### config.mk
export PLATFORM = sky130hd
export DESIGN_NAME = evt_bank_sched
export DESIGN_NICKNAME = d
export VERILOG_FILES = /design/src/rtl/evt_bank_sched_pkg.sv /design/src/rtl/bank_sched_ctrl.sv /design/src/rtl/bank_sched_dp.sv /design/src/rtl/evt_bank_sched.sv
export SDC_FILE = /design/constraint.sdc
export NUM_CORES = 1
export LEC_CHECK = 0
export ABC_CLOCK_PERIOD_IN_PS = 3300
export BUFFER_PORTS_ARGS = -buffer_cell sky130_fd_sc_hd__buf_4
export CAP_MARGIN = 20
export CORE_ASPECT_RATIO = 0.75
export CORE_UTILIZATION = 45
export CTS_BUF_LIST = sky130_fd_sc_hd__clkbuf_16
export DETAILED_ROUTE_END_ITERATION = 12
export PLACE_DENSITY_LB_ADDON = 0.15
export SLEW_MARGIN = 30
export SYNTH_ARGS = -nofsm -noshare
export SYNTH_HDL_FRONTEND = slang
export SYNTH_SLANG_ARGS = --single-unit
### constraint.sdc
create_clock -name clk -period 3.3 [get_ports clk]
set_input_delay 0.66 -clock clk [delete_from_list [all_inputs] [get_ports clk]]
set_output_delay 0.66 -clock clk [all_outputs]
set_load 0.005 [all_outputs]
### src/rtl/evt_bank_sched_pkg.sv
package evt_bank_sched_pkg;

  typedef enum logic [2:0] {
    BK_FREE    = 3'd0,
    BK_SAMPLE  = 3'd1,
    BK_FROZEN  = 3'd2,
    BK_CONV    = 3'd3,
    BK_READY   = 3'd4,
    BK_EXTRACT = 3'd5
  } bank_st_e;

  // control -> datapath strobes, all valid for a single cycle
  typedef struct packed {
    logic freeze;      // sampling bank stops at this window end
    logic claim;       // a free bank becomes the sampling bank
    logic startConv;   // all frozen banks enter conversion
    logic finishConv;  // all converting banks become ready
    logic startExt;    // head of freeze order enters readout
    logic finishExt;   // extracting bank is released
    logic drop;        // trigger lost while every bank is occupied
  } strobe_t;

endpackage

### src/rtl/bank_sched_ctrl.sv
module bank_sched_ctrl
  import evt_bank_sched_pkg::*;
#(
  parameter int NB = 8,
  parameter int BW = 3
) (
  input  logic          clk,
  input  logic          rstN,
  input  logic          trig,
  input  logic          windowEnd,
  input  logic          convDone,
  input  logic          extDone,
  input  logic [NB-1:0] freeVec,
  input  logic [NB-1:0] frozenVec,
  input  logic [BW-1:0] capPtr,
  input  logic          headReady,
  input  logic          fifoEmpty,
  output strobe_t       stb,
  output logic [BW-1:0] claimIdx,
  output logic          busy
);

  logic pending;
  logic convActive;
  logic extActive;
  logic found;

  // round-robin search: nearest free bank after capPtr, capPtr itself last
  always_comb begin
    found    = 1'b0;
    claimIdx = '0;
    for (int k = NB; k >= 1; k--) begin
      if (freeVec[(int'(capPtr) + k) % NB]) begin
        found    = 1'b1;
        claimIdx = BW'((int'(capPtr) + k) % NB);
      end
    end
  end

  always_comb begin
    stb            = '0;
    stb.freeze     = windowEnd && (pending || trig) && !busy;
    stb.claim      = found && (stb.freeze || busy);
    stb.drop       = trig && busy;
    stb.startConv  = !convActive && (|frozenVec);
    stb.finishConv = convActive && convDone;
    stb.startExt   = !extActive && !fifoEmpty && headReady;
    stb.finishExt  = extActive && extDone;
  end

  always_ff @(posedge clk or negedge rstN) begin
    if (!rstN) begin
      pending    <= 1'b0;
      busy       <= 1'b0;
      convActive <= 1'b0;
      extActive  <= 1'b0;
    end else begin
      if (stb.freeze)        pending <= 1'b0;
      else if (trig && !busy) pending <= 1'b1;

      if (stb.freeze && !found) busy <= 1'b1;
      else if (busy && found)   busy <= 1'b0;

      if (stb.startConv)       convActive <= 1'b1;
      else if (stb.finishConv) convActive <= 1'b0;

      if (stb.startExt)        extActive <= 1'b1;
      else if (stb.finishExt)  extActive <= 1'b0;
    end
  end

endmodule

### src/rtl/bank_sched_dp.sv
module bank_sched_dp
  import evt_bank_sched_pkg::*;
#(
  parameter int NB = 8,
  parameter int BW = 3,
  parameter int DW = 16
) (
  input  logic            clk,
  input  logic            rstN,
  input  strobe_t         stb,
  input  logic [BW-1:0]   claimIdx,
  output logic [NB-1:0]   freeVec,
  output logic [NB-1:0]   frozenVec,
  output logic [BW-1:0]   capPtr,
  output logic [BW-1:0]   headIdx,
  output logic            headReady,
  output logic            fifoEmpty,
  output logic [3*NB-1:0] bankStateFlat,
  output logic [DW-1:0]   dropCount
);

  logic [NB-1:0] readyVec;
  logic [BW-1:0] order [NB];
  logic [BW-1:0] wrPtr, rdPtr;
  logic [BW:0]   fillCnt;

  function automatic logic [BW-1:0] bump(input logic [BW-1:0] p);
    return (int'(p) == NB - 1) ? '0 : p + 1'b1;
  endfunction

  for (genvar i = 0; i < NB; i++) begin : g_bank
    bank_st_e st;
    always_ff @(posedge clk or negedge rstN) begin
      if (!rstN)                                        st <= (i == 0) ? BK_SAMPLE : BK_FREE;
      else if (stb.finishExt && st == BK_EXTRACT)       st <= BK_FREE;
      else if (stb.finishConv && st == BK_CONV)         st <= BK_READY;
      else if (stb.startConv && st == BK_FROZEN)        st <= BK_CONV;
      else if (stb.startExt && headIdx == BW'(i))       st <= BK_EXTRACT;
      else if (stb.freeze && capPtr == BW'(i))          st <= BK_FROZEN;
      else if (stb.claim && claimIdx == BW'(i))         st <= BK_SAMPLE;
    end
    assign freeVec[i]             = (st == BK_FREE);
    assign frozenVec[i]           = (st == BK_FROZEN);
    assign readyVec[i]            = (st == BK_READY);
    assign bankStateFlat[3*i +: 3] = st;
  end

  // freeze order queue: readout follows it
  always_ff @(posedge clk or negedge rstN) begin
    if (!rstN) begin
      wrPtr   <= '0;
      rdPtr   <= '0;
      fillCnt <= '0;
      for (int j = 0; j < NB; j++) order[j] <= '0;
    end else begin
      if (stb.freeze) begin
        order[wrPtr] <= capPtr;
        wrPtr        <= bump(wrPtr);
      end
      if (stb.startExt) rdPtr <= bump(rdPtr);
      if (stb.freeze && !stb.startExt)      fillCnt <= fillCnt + 1'b1;
      else if (!stb.freeze && stb.startExt) fillCnt <= fillCnt - 1'b1;
    end
  end

  assign headIdx   = order[rdPtr];
  assign fifoEmpty = (fillCnt == '0);
  assign headReady = readyVec[headIdx];

  always_ff @(posedge clk or negedge rstN) begin
    if (!rstN) begin
      capPtr    <= '0;
      dropCount <= '0;
    end else begin
      if (stb.claim) capPtr <= claimIdx;
      if (stb.drop && dropCount != {DW{1'b1}}) dropCount <= dropCount + 1'b1;
    end
  end

endmodule

### src/rtl/evt_bank_sched.sv
module evt_bank_sched
  import evt_bank_sched_pkg::*;
#(
  parameter int NUM_BANKS = 8,
  parameter int DROP_W    = 16,
  localparam int BW       = (NUM_BANKS > 1) ? $clog2(NUM_BANKS) : 1
) (
  input  logic                   clk,
  input  logic                   rstN,
  input  logic                   selfTrig,
  input  logic                   extTrig,
  input  logic                   windowEnd,
  input  logic                   convDone,
  input  logic                   extDone,
  output logic [BW-1:0]          captureBank,
  output logic [3*NUM_BANKS-1:0] bankState,
  output logic                   convStart,
  output logic [NUM_BANKS-1:0]   convMask,
  output logic                   extStart,
  output logic [BW-1:0]          extBank,
  output logic                   busy,
  output logic [DROP_W-1:0]      dropCount
);

  strobe_t              stb;
  logic [BW-1:0]        claimIdx;
  logic [NUM_BANKS-1:0] freeVec, frozenVec;
  logic [BW-1:0]        capPtr, headIdx;
  logic                 headReady, fifoEmpty;

  bank_sched_ctrl #(.NB(NUM_BANKS), .BW(BW)) u_ctrl (
    .clk(clk), .rstN(rstN), .trig(selfTrig | extTrig), .windowEnd(windowEnd),
    .convDone(convDone), .extDone(extDone), .freeVec(freeVec), .frozenVec(frozenVec),
    .capPtr(capPtr), .headReady(headReady), .fifoEmpty(fifoEmpty),
    .stb(stb), .claimIdx(claimIdx), .busy(busy)
  );

  bank_sched_dp #(.NB(NUM_BANKS), .BW(BW), .DW(DROP_W)) u_dp (
    .clk(clk), .rstN(rstN), .stb(stb), .claimIdx(claimIdx),
    .freeVec(freeVec), .frozenVec(frozenVec), .capPtr(capPtr), .headIdx(headIdx),
    .headReady(headReady), .fifoEmpty(fifoEmpty), .bankStateFlat(bankState),
    .dropCount(dropCount)
  );

  assign captureBank = capPtr;
  assign convStart   = stb.startConv;
  assign convMask    = frozenVec;
  assign extStart    = stb.startExt;
  assign extBank     = headIdx;

endmodule

==> results of run 1 <==
## what timing repair did
item / in CTS / in global routing
setup buffers: 5 / 4
cloned: 0 / 0
pin swaps: 7 / 1
setup endpoints to repair: 3 / 13
gates resized for setup: 9 / 15
## Yosys cell counts, drive strengths merged (9+ instances only)
cell type,n,area [sq um]
nand2b,14,95.1
o22ai,12,75.1
ha,15,188
a21oi,18,90.1
xnor2,11,96.3
clkbuf,21,81.3
o21ai,22,110
or3,13,87.6
mux2,18,203
nand2,60,225
nand3,17,85.1
buf,17,103
mux2i,19,190
nor2,37,139
nor4,12,75.1
a31oi,11,68.8
xor2,10,87.6
nor3,37,185
mux4,15,342
inv,17,63.8
dfrtp,80,2000
nor3b,9,67.6
## per-stage QoR
step | setup WS (ns) | cell area (sq um)
2_1_floorplan | 0.00452 | 5690
5_1_grt | -0.230 | 7120
6_report | -0.0725 | 7120
3_5_place_dp | -0.193 | 6660
4_1_cts | 0.0135 | 7020
3_3_place_gp | -0.0477 | 6660
## state kept, by name (all words and copies together) (netlist names)
signal / cells
u_ctrl.busy: 1
u_ctrl.convActive: 1
u_ctrl.extActive: 1
u_ctrl.pending: 1
u_dp.capPtr: 3
u_dp.dropCount: 16
u_dp.fillCnt: 4
u_dp.g_bank.st: 24
u_dp.order: 24
u_dp.rdPtr: 3
u_dp.wrPtr: 3
## per-layer routing
metal	part of all wire [%]	vias to the layer above
li1	-	2512
met1	46	2751
met2	43	246
met3	8.8	22
met4	1.7	0
met5	0	-
## worst max-delay path by stage
stage	endpoint	slack [ns]
finish	extStart	-0.07
global route	u_dp.fillCnt[3]	-0.23
CTS	u_dp.fillCnt[3]	0.01
detailed placement	u_dp.fillCnt[3]	-0.19
global placement	u_dp.fillCnt[3]	-0.05
floorplan	u_dp.fillCnt[3]	0.005
## layout make-up
type	instances	share of cell area (%)
clock buffer	9	3.16
clock inverter	7	0.861
inverter	20	1.12
multi-input combinational	467	48.6
sequential	81	28.5
tap	166	2.92
timing repair buffer	137	14.8
## cell families (layout without fill, tap and decap cells)
| family | Yosys count | after routing | share of synthesized area [%] |
|---|---|---|---|
| muxes | 52 | 52 | 13.0 |
| buffers and inverters | 58 | 173 | 4.58 |
| and+or+nand+nor | 237 | 237 | 21.7 |
| xor gates and xnor gates | 21 | 21 | 3.25 |
| adders and majority gates | 16 | 16 | 3.68 |
| DFF | 81 | 81 | 35.9 |
| AOI/OAI and AO/OA | 141 | 141 | 17.9 |
## report_power, final
group / switching [uW] / internal, uW / leakage (uW) / total (uW)
combinational: 3470 / 3210 / 0.00207 / 6680
sequential: 508 / 1410 / 0.00102 / 1920
clock: 461 / 526 / 0.000140 / 987
==> metrics, run 1 <==
min-delay worst type=primary input to asynchronous set/reset pin; syn_area_per_cell=9.33 sq um; # diodes=0; share of layout cells above drive strength 1=a little under a third; Slowest-stage cell, CP=mux4_2; RR Startpoint=u_dp.rdPtr[0]; first-pass GRT wire length=around 28000 microns; GRT Util Overall=between 20 and 30%; TritonCTS buffer count=9; initial antenna violation count=0; CP bufs+invs=3; Slew @ Worst Pin=0.865 ns; Setup TNS=-0.0725 ns; VDD IR max=around 0.73 mV; Worst Hold Slack=between 0.3 and 0.4 ns; RSZ-0062 raised after global routing=yes; Tot Pwr=9590 uW; TritonCTS clock tree=built; clock transition at the registers of the reported paths=about 0.07 ns; global route hottest layer=met1; final hold violations=0; Max transition margin=between 40% and 50%; Startpoint Class=flop; DR iter-0 viols=around 630; antenna viol nets, final=0; worst skew pair latency=0.35 ns; via count=around 5500; Die Area=~0.013 sq mm; Max-Cap Viols=0; PwrDens=roughly 1300 mW/mm^2; # rows=35; Slew Limit Fails=0; Boundary Pins=64; CP max stage delay=0.55 ns; Setup Skew=0.00511 ns; fillers=between 1000 and 1500; First-pass DRT Iterations=5; Die Width=between 100 and 150 microns; worst endpoint data arrival time=between 2 and 3 ns; Max clock buf depth=2; # DRC=0; sequential share of the synthesized area=between 30% and 40%; crit path time final=3.37 ns; failing checks=setup timing; most frequent cells in the layout=buf_4, dfrtp_1, nand2_1; CP endpoint kind=output port; Die Ht=99.1 microns; max frequency=about 0.3 GHz; FF-to-FF End=u_dp.fillCnt[3]; M1 GR Usage=between 40% and 50%; run status=finished with violations; area of the core=between 0.01 and 0.015 sq mm; final setup violation count=1; largest net degree at the start of global routing=just under 60; synthesis warning total=0; Most used DFF post-synth=dfrtp_1; most frequent CP cell=buf_6; Final WS setup=-0.0725 ns; Syn Inst Count=606; Detailed Place HPWL=13000 microns; R2R depth=16; fin cells=roughly 890; synth unique cells=73; clock root cell=clkbuf_16; register area=approximately 0.0020 sq mm; Starting Density=between 40 and 50%; FF+latch count, synth=slightly above 80; Vias/cell=6.24; Final Routed Wirelength=17600 microns; vias in the first global route=approximately 5100; # H-tree levels=3; mapped cell area=between 0.005 and 0.006 sq mm; crit-path cells=mux4_2, mux2i_4, nor3_2, a31oi_1, o21ai_1, mux2i_1, nor2_2, buf_4, buf_6, buf_6; routability cong.=0.946; post-DR wirelength/cell=between 15 and 20 microns; commonest non-fill, non-tap cell in the layout=buf_4; cell family with most CP delay=multiplexers; r2r setup slk=0 ns; met2 Usage GRT=between 40% and 50%; global route overflow=0; multi-input logic area=~0.0035 sq mm; net count of the mapped netlist=approximately 630; placed cell count=about 860; leakage=about 0.0032 uW; asr flop ratio synth=100%; CTS Hold Bufs=0; met3 usage=around 7.7%; Crit path depth=10; EDFF count, synth=0; Final period util=102%; clk sinks=just over 80; fin nets=between 700 and 800; crit-path max FO=5; CP startpoint=u_dp.rdPtr[0]; Crit Path Class=flop to output port; Layout area overhead=26.0%; Finished Core Util=58.1%; critical path required time=approximately 2.6 ns; PortBufs=63
Note: power is estimated with default switching activity, not from simulation.
==> run 2, diff against run 1 <==
==> constraint.sdc (replaced) <==
create_clock -name clk -period 3.3 [get_ports clk]
set_input_delay 0.66 -clock clk [delete_from_list [all_inputs] [get_ports clk]]
set_output_delay 0.66 -clock clk [all_outputs]
set_load 0.1 [all_outputs]
==> run 2 against run 1 <==
Against the previous run:
- the run still ends with setup timing left
- fmax is 2.1% higher
- sequential cell count stayed put
- worst setup slack better by 0.069 ns
- via count is 0.76% higher
- largest cell class unchanged
==> metrics, run 2 (synthesized netlist as in run 1, its figures left out) <==
run status=finished with violations; failing checks=setup timing; clk sinks=81 (unchanged); Layout area overhead=29.2%; Top Registers=u_dp.g_bank.st: 24 flops, u_dp.order: 24 flops, u_dp.dropCount: 16 flops; Vias/cell=6.29 (+0.87%); Max clock buf depth=2 (unchanged); antenna viol nets, final=0 (unchanged); post-DR wirelength/cell=21.4 microns (+8.2%); global route overflow=0 (unchanged); clock root cell=clkbuf_16; routability cong.=0.949 (+0.31%); fin cells=886 (-0.11%); Boundary Pins=64 (unchanged); CP endpoint kind=output port; RR Startpoint=u_dp.capPtr[0]; Setup TNS=-0.00354 ns (+0.0689 ns); # DRC=0 (unchanged); share of layout cells above drive strength 1=33.9% (+3.2 points); Setup Skew=0.00928 ns (+0.00416 ns); RSZ-0062 raised after global routing=yes; initial antenna violation count=0 (unchanged); clock transition at the registers of the reported paths=0.06 ns (about the same); Detailed Place HPWL=13800 microns (+6.4%); Slew Limit Fails=0 (unchanged); # diodes=0 (unchanged); TritonCTS clock tree=built; # H-tree levels=3 (unchanged); CTS Hold Bufs=0 (unchanged); Max-Cap Viols=0 (unchanged); Die Ht=99.1 microns (unchanged); critical path required time=2.64 ns (about the same); vias in the first global route=5209 (+1.9%); Die Width=131 microns (unchanged); worst endpoint data arrival time=2.64 ns (-0.07 ns); First-pass DRT Iterations=6 (+1); most frequent cells in the layout=buf_4, dfrtp_1, nand2_1; placed cell count=862 (unchanged); Startpoint Class=flop; largest net degree at the start of global routing=39 (-34%); commonest non-fill, non-tap cell in the layout=buf_4; min-delay worst type=primary input to asynchronous set/reset pin; GRT Util Overall=29.5% (+1.6 points); Crit Path Class=flop to output port; Post-Place Setup Slack=0.00421 ns (+0.197 ns); TritonCTS buffer count=9 (unchanged); area of the core=0.0123 sq mm (unchanged); crit-path cells=mux4_2, mux2i_2, buf_4, nor2_4, a311oi_4, a31oi_4, mux2i_4, nor2_4, buf_6, buf_12; Final WS setup=-0.00354 ns (+0.0689 ns); CP max stage delay=0.52 ns (-0.03 ns); fin nets=739 (unchanged); most frequent CP cell=nor2_4; CP bufs+invs=3 (unchanged); fillers=1089 (-3.2%); first-pass GRT wire length=29400 microns (+4.6%); Starting Density=46.1% (unchanged); cell family with most CP delay=multiplexers; crit-path max FO=5 (unchanged); Final period util=100% (-2.1 points); Worst Hold Slack=0.288 ns (-0.0762 ns); Max transition margin=39.7% (-1.8 points); max frequency=0.303 GHz (+2.1%); worst skew pair latency=0.34 ns (about the same); via count=5573 (+0.76%); Slowest-stage cell, CP=mux4_2; final hold violations=0 (unchanged); crit path time final=3.30 ns (-0.0689 ns); Slew @ Worst Pin=0.896 ns (+0.0312 ns); Die Area=0.0130 sq mm (unchanged); Final Routed Wirelength=19000 microns (+8.0%); PortBufs=63 (unchanged); DR iter-0 viols=582 (-7.8%); # rows=35 (unchanged); final setup violation count=1 (unchanged); CP startpoint=u_dp.rdPtr[0]
-- run 2: changes by cell type in the layout (fill, tap and decap cells not counted), sizes merged --
| cell | change |
|---|---|
| inv | -3 |
| bufinv | +2 |
-- run 2: area by class of cell --
| type | instances | area [sq um] | share of cell area (%) |
|---|---|---|---|
| Inverter | 20 | 95.1 | 1.30 |
| Sequential cell | 81 | 2040 | 28.0 |
| Clock inverter | 6 | 83.8 | 1.15 |
| Tap cell | 166 | 208 | 2.84 |
| Multi-Input combinational cell | 467 | 3600 | 49.3 |
| Clock buffer | 9 | 225 | 3.08 |
| Timing Repair Buffer | 137 | 1050 | 14.4 |
-- run 2: worst paths after layout --
kind,endpoint,slack (ns),cells after the start
max,extStart,-0.004,10
max in group asynchronous,u_dp.wrPtr[0],2.23,2
min,u_dp.g_bank[1].st[2],0.29,1
min in group clk,u_dp.fillCnt[3],0.48,1
max reg2reg,u_dp.g_bank[6].st[0],0.03,12
min reg2reg,u_dp.fillCnt[3],0.48,1
-- run 2: metrics by stage --
step,utilization (%),instance area [sq um]
final,59.5,7300
after global routing,59.5,7300
after CTS,58.2,7140
after detailed placement,55.4,6790
after global placement,55.4,6790
after floorplan,-,5860
-- run 2: layer usage --
layer / vias to the layer above / track usage (%) / share of wire [%]
li1: 2507 / - / -
met1: 2713 / 43.6 / 46
met2: 326 / 41.6 / 42
met3: 27 / 8.44 / 11
met4: 0 / 7.87 / 1.4
met5: - / 1.48 / 0
-- run 2: repair_timing --
action	4_1_cts	5_1_grt
endpoints found under the hold margin	0	0
pin swaps	1	7
gates cloned	0	1
endpoints found under the setup margin	2	12
resized for setup	6	24
buffers inserted	2	6
-- run 2: worst reg2reg max path, stage by stage, from the launching register on --
cell and delay (ns):
dfrtp_4 0.48, inv_2 0.09, ha_4 0.23, nor4b_1 0.15, buf_4 0.14, or2_4 0.23, or3_1 0.36, a222oi_1 0.49
buf_4 0.21, a41oi_2 0.17, and2_4 0.24, nor2b_2 0.16, a31o_2 0.24
Power of run 2 is left out: the tool's default activity adds up to more than one toggle a clock period on the data nets, which glitch-free logic cannot reach.
==> run 3, diff against run 2 <==
- ABC_CLOCK_PERIOD_IN_PS: 3300 -> 3000
- SETUP_SLACK_MARGIN: unset -> 0.1
- clock period: 3.3 -> 3 ns (I/O delays scaled with it)
==> run 3 against run 2 <==
Against the previous run:
- the run still ends with setup timing left
- sequential share of layout area decreased by 1.7 points
- die area unchanged
- hold slack improved by 0.057 ns
- worst setup slack got worse by 0.20 ns
- global-route usage increased by 1.0 points
- via count increased by 2.1%
- count of clock-buffer cells in the layout unchanged
- largest cell class unchanged
==> metrics, run 3 (synthesized netlist as in run 1, its figures left out) <==
run status=finished with violations; failing checks=setup timing; Max-Cap Viols=0 (unchanged); Boundary Pins=64 (unchanged); clock root cell=clkbuf_16; PortBufs=63 (unchanged); post-DR wirelength/cell=20.8 microns (-2.8%); Slew Limit Fails=0 (unchanged); # rows=35 (unchanged); clk sinks=81 (unchanged); final instance area=0.00776 sq mm (+6.3%); critical path required time=2.40 ns (-0.24 ns); Die Width=131 microns (unchanged); CTS Hold Bufs=0 (unchanged); Setup TNS=-0.773 ns (-0.770 ns); Max clock buf depth=2 (unchanged); Slew @ Worst Pin=0.830 ns (-0.0658 ns); max frequency=0.312 GHz; Startpoint Class=flop; largest net degree at the start of global routing=63 (+62%); First-pass DRT Iterations=7 (+1); end of the critical path=extStart; antenna viol nets, final=0 (unchanged); worst skew pair latency=0.34 ns (about the same); # H-tree levels=3 (unchanged); min-delay worst type=primary input to asynchronous set/reset pin; commonest non-fill, non-tap cell in the layout=buf_4; clock transition at the registers of the reported paths=0.06 ns (about the same); Die Ht=99.1 microns (unchanged); placed cell count=890 (+3.2%); Detailed Place HPWL=14200 microns (+2.6%); final setup violation count=10 (+9); vias in the first global route=5423 (+4.1%); Final period util=107%; register area=0.00204 sq mm (unchanged); Setup Skew=0.00568 ns (-0.00360 ns); Top Registers=u_dp.g_bank.st: 24 flops, u_dp.order: 24 flops, u_dp.dropCount: 16 flops; fin nets=775 (+4.9%); Max transition margin=44.7% (+4.9 points); multi-input logic area=0.00372 sq mm (+3.4%); final hold violations=0 (unchanged); crit path time final=between 3 and 4 ns; Vias/cell=6.16 (-2.0%); via count=5689 (+2.1%); Layout area overhead=37.3%; share of layout cells above drive strength 1=39.8% (+5.9 points); fin cells=923 (+4.2%); TritonCTS clock tree=built; crit-path max FO=7 (+2); area of the core=0.0123 sq mm (unchanged); R2R depth=18 (+6); global route overflow=0 (unchanged); r2r setup slk=-0.18 ns (-0.21 ns); # DRC=0 (unchanged); routability cong.=0.956 (+0.75%); FF-to-FF End=u_dp.fillCnt[3]; first-pass GRT wire length=30600 microns (+4.3%); Final WS setup=-0.207 ns (-0.204 ns); most frequent cells in the layout=buf_4, dfrtp_1, nand2_1; DR iter-0 viols=621 (+6.7%); # diodes=0 (unchanged); Post-DP Area=0.00710 sq mm (+4.5%); initial antenna violation count=0 (unchanged); TritonCTS buffer count=9 (unchanged); fillers=1009 (-7.3%); Starting Density=46.1% (unchanged); GRT Util Overall=30.5% (+1.0 points); RR Startpoint=u_dp.rdPtr[0]; worst endpoint data arrival time=2.61 ns (-0.03 ns); Crit Path Class=flop to output port; CP startpoint=u_dp.rdPtr[0]; CP endpoint kind=output port; RSZ-0062 raised after global routing=yes; Die Area=0.0130 sq mm (unchanged); Final Routed Wirelength=19200 microns (+1.2%)
==> run 3: area by class of cell <==
| type | count | area share (%) |
|---|---|---|
| multi-input combinational | 467 | 48.0 |
| sequential | 81 | 26.3 |
| timing repair buffer | 173 | 18.0 |
| clock buffer | 9 | 2.90 |
| tap | 166 | 2.68 |
| inverter | 20 | 1.29 |
| clock inverter | 7 | 0.903 |
==> run 3: metrics by stage <==
step / util [%] / worst slack, ns / hold WS, ns
global placement: 57.9 / -0.172 / 0.467
global route: 63.3 / -0.413 / 0.409
CTS: 63.0 / -0.205 / 0.394
floorplan: - / -0.979 / 0.304
finish: 63.3 / -0.207 / 0.346
detailed placement: 57.9 / -0.267 / 0.467
==> run 3: metal layers <==
metal,vias to the layer above,GRT usage (%),wire (microns)
met3,20,7.25,1740
met5,-,0,0
met2,258,46.0,8410
met1,2835,44.5,8860
li1,2576,-,-
met4,0,5.99,206
==> run 3: worst min-delay path by stage <==
stage	start	endpoint	cells after the start
final	rstN	u_dp.g_bank[3].st[1]	1
after global routing	rstN	u_dp.g_bank[3].st[0]	1
after CTS	rstN	u_dp.g_bank[3].st[2]	1
after detailed placement	u_dp.fillCnt[3]	u_dp.fillCnt[3]	1
after global placement	u_dp.order[13]	u_dp.order[13]	2
after floorplan	rstN	u_ctrl.busy	0
==> run 3: worst max-delay path, cell delays in order, from the launching register on <==
cell     delay, ns
dfrtp_2       0.41
mux4_2        0.50
mux2i_1       0.18
buf_4         0.19
mux2i_1       0.24
nand2_1       0.08
o21ai_1       0.07
mux2i_1       0.08
buf_4         0.15
nor2_4        0.10
buf_6         0.11
buf_12        0.16
==> run 3: what timing repair did <==
item,in CTS,in global routing
pin swaps,22,10
setup buffers,20,1
gates resized for setup,44,12
endpoints found under the setup margin,15,16
Power of run 3 is left out for the same reason.
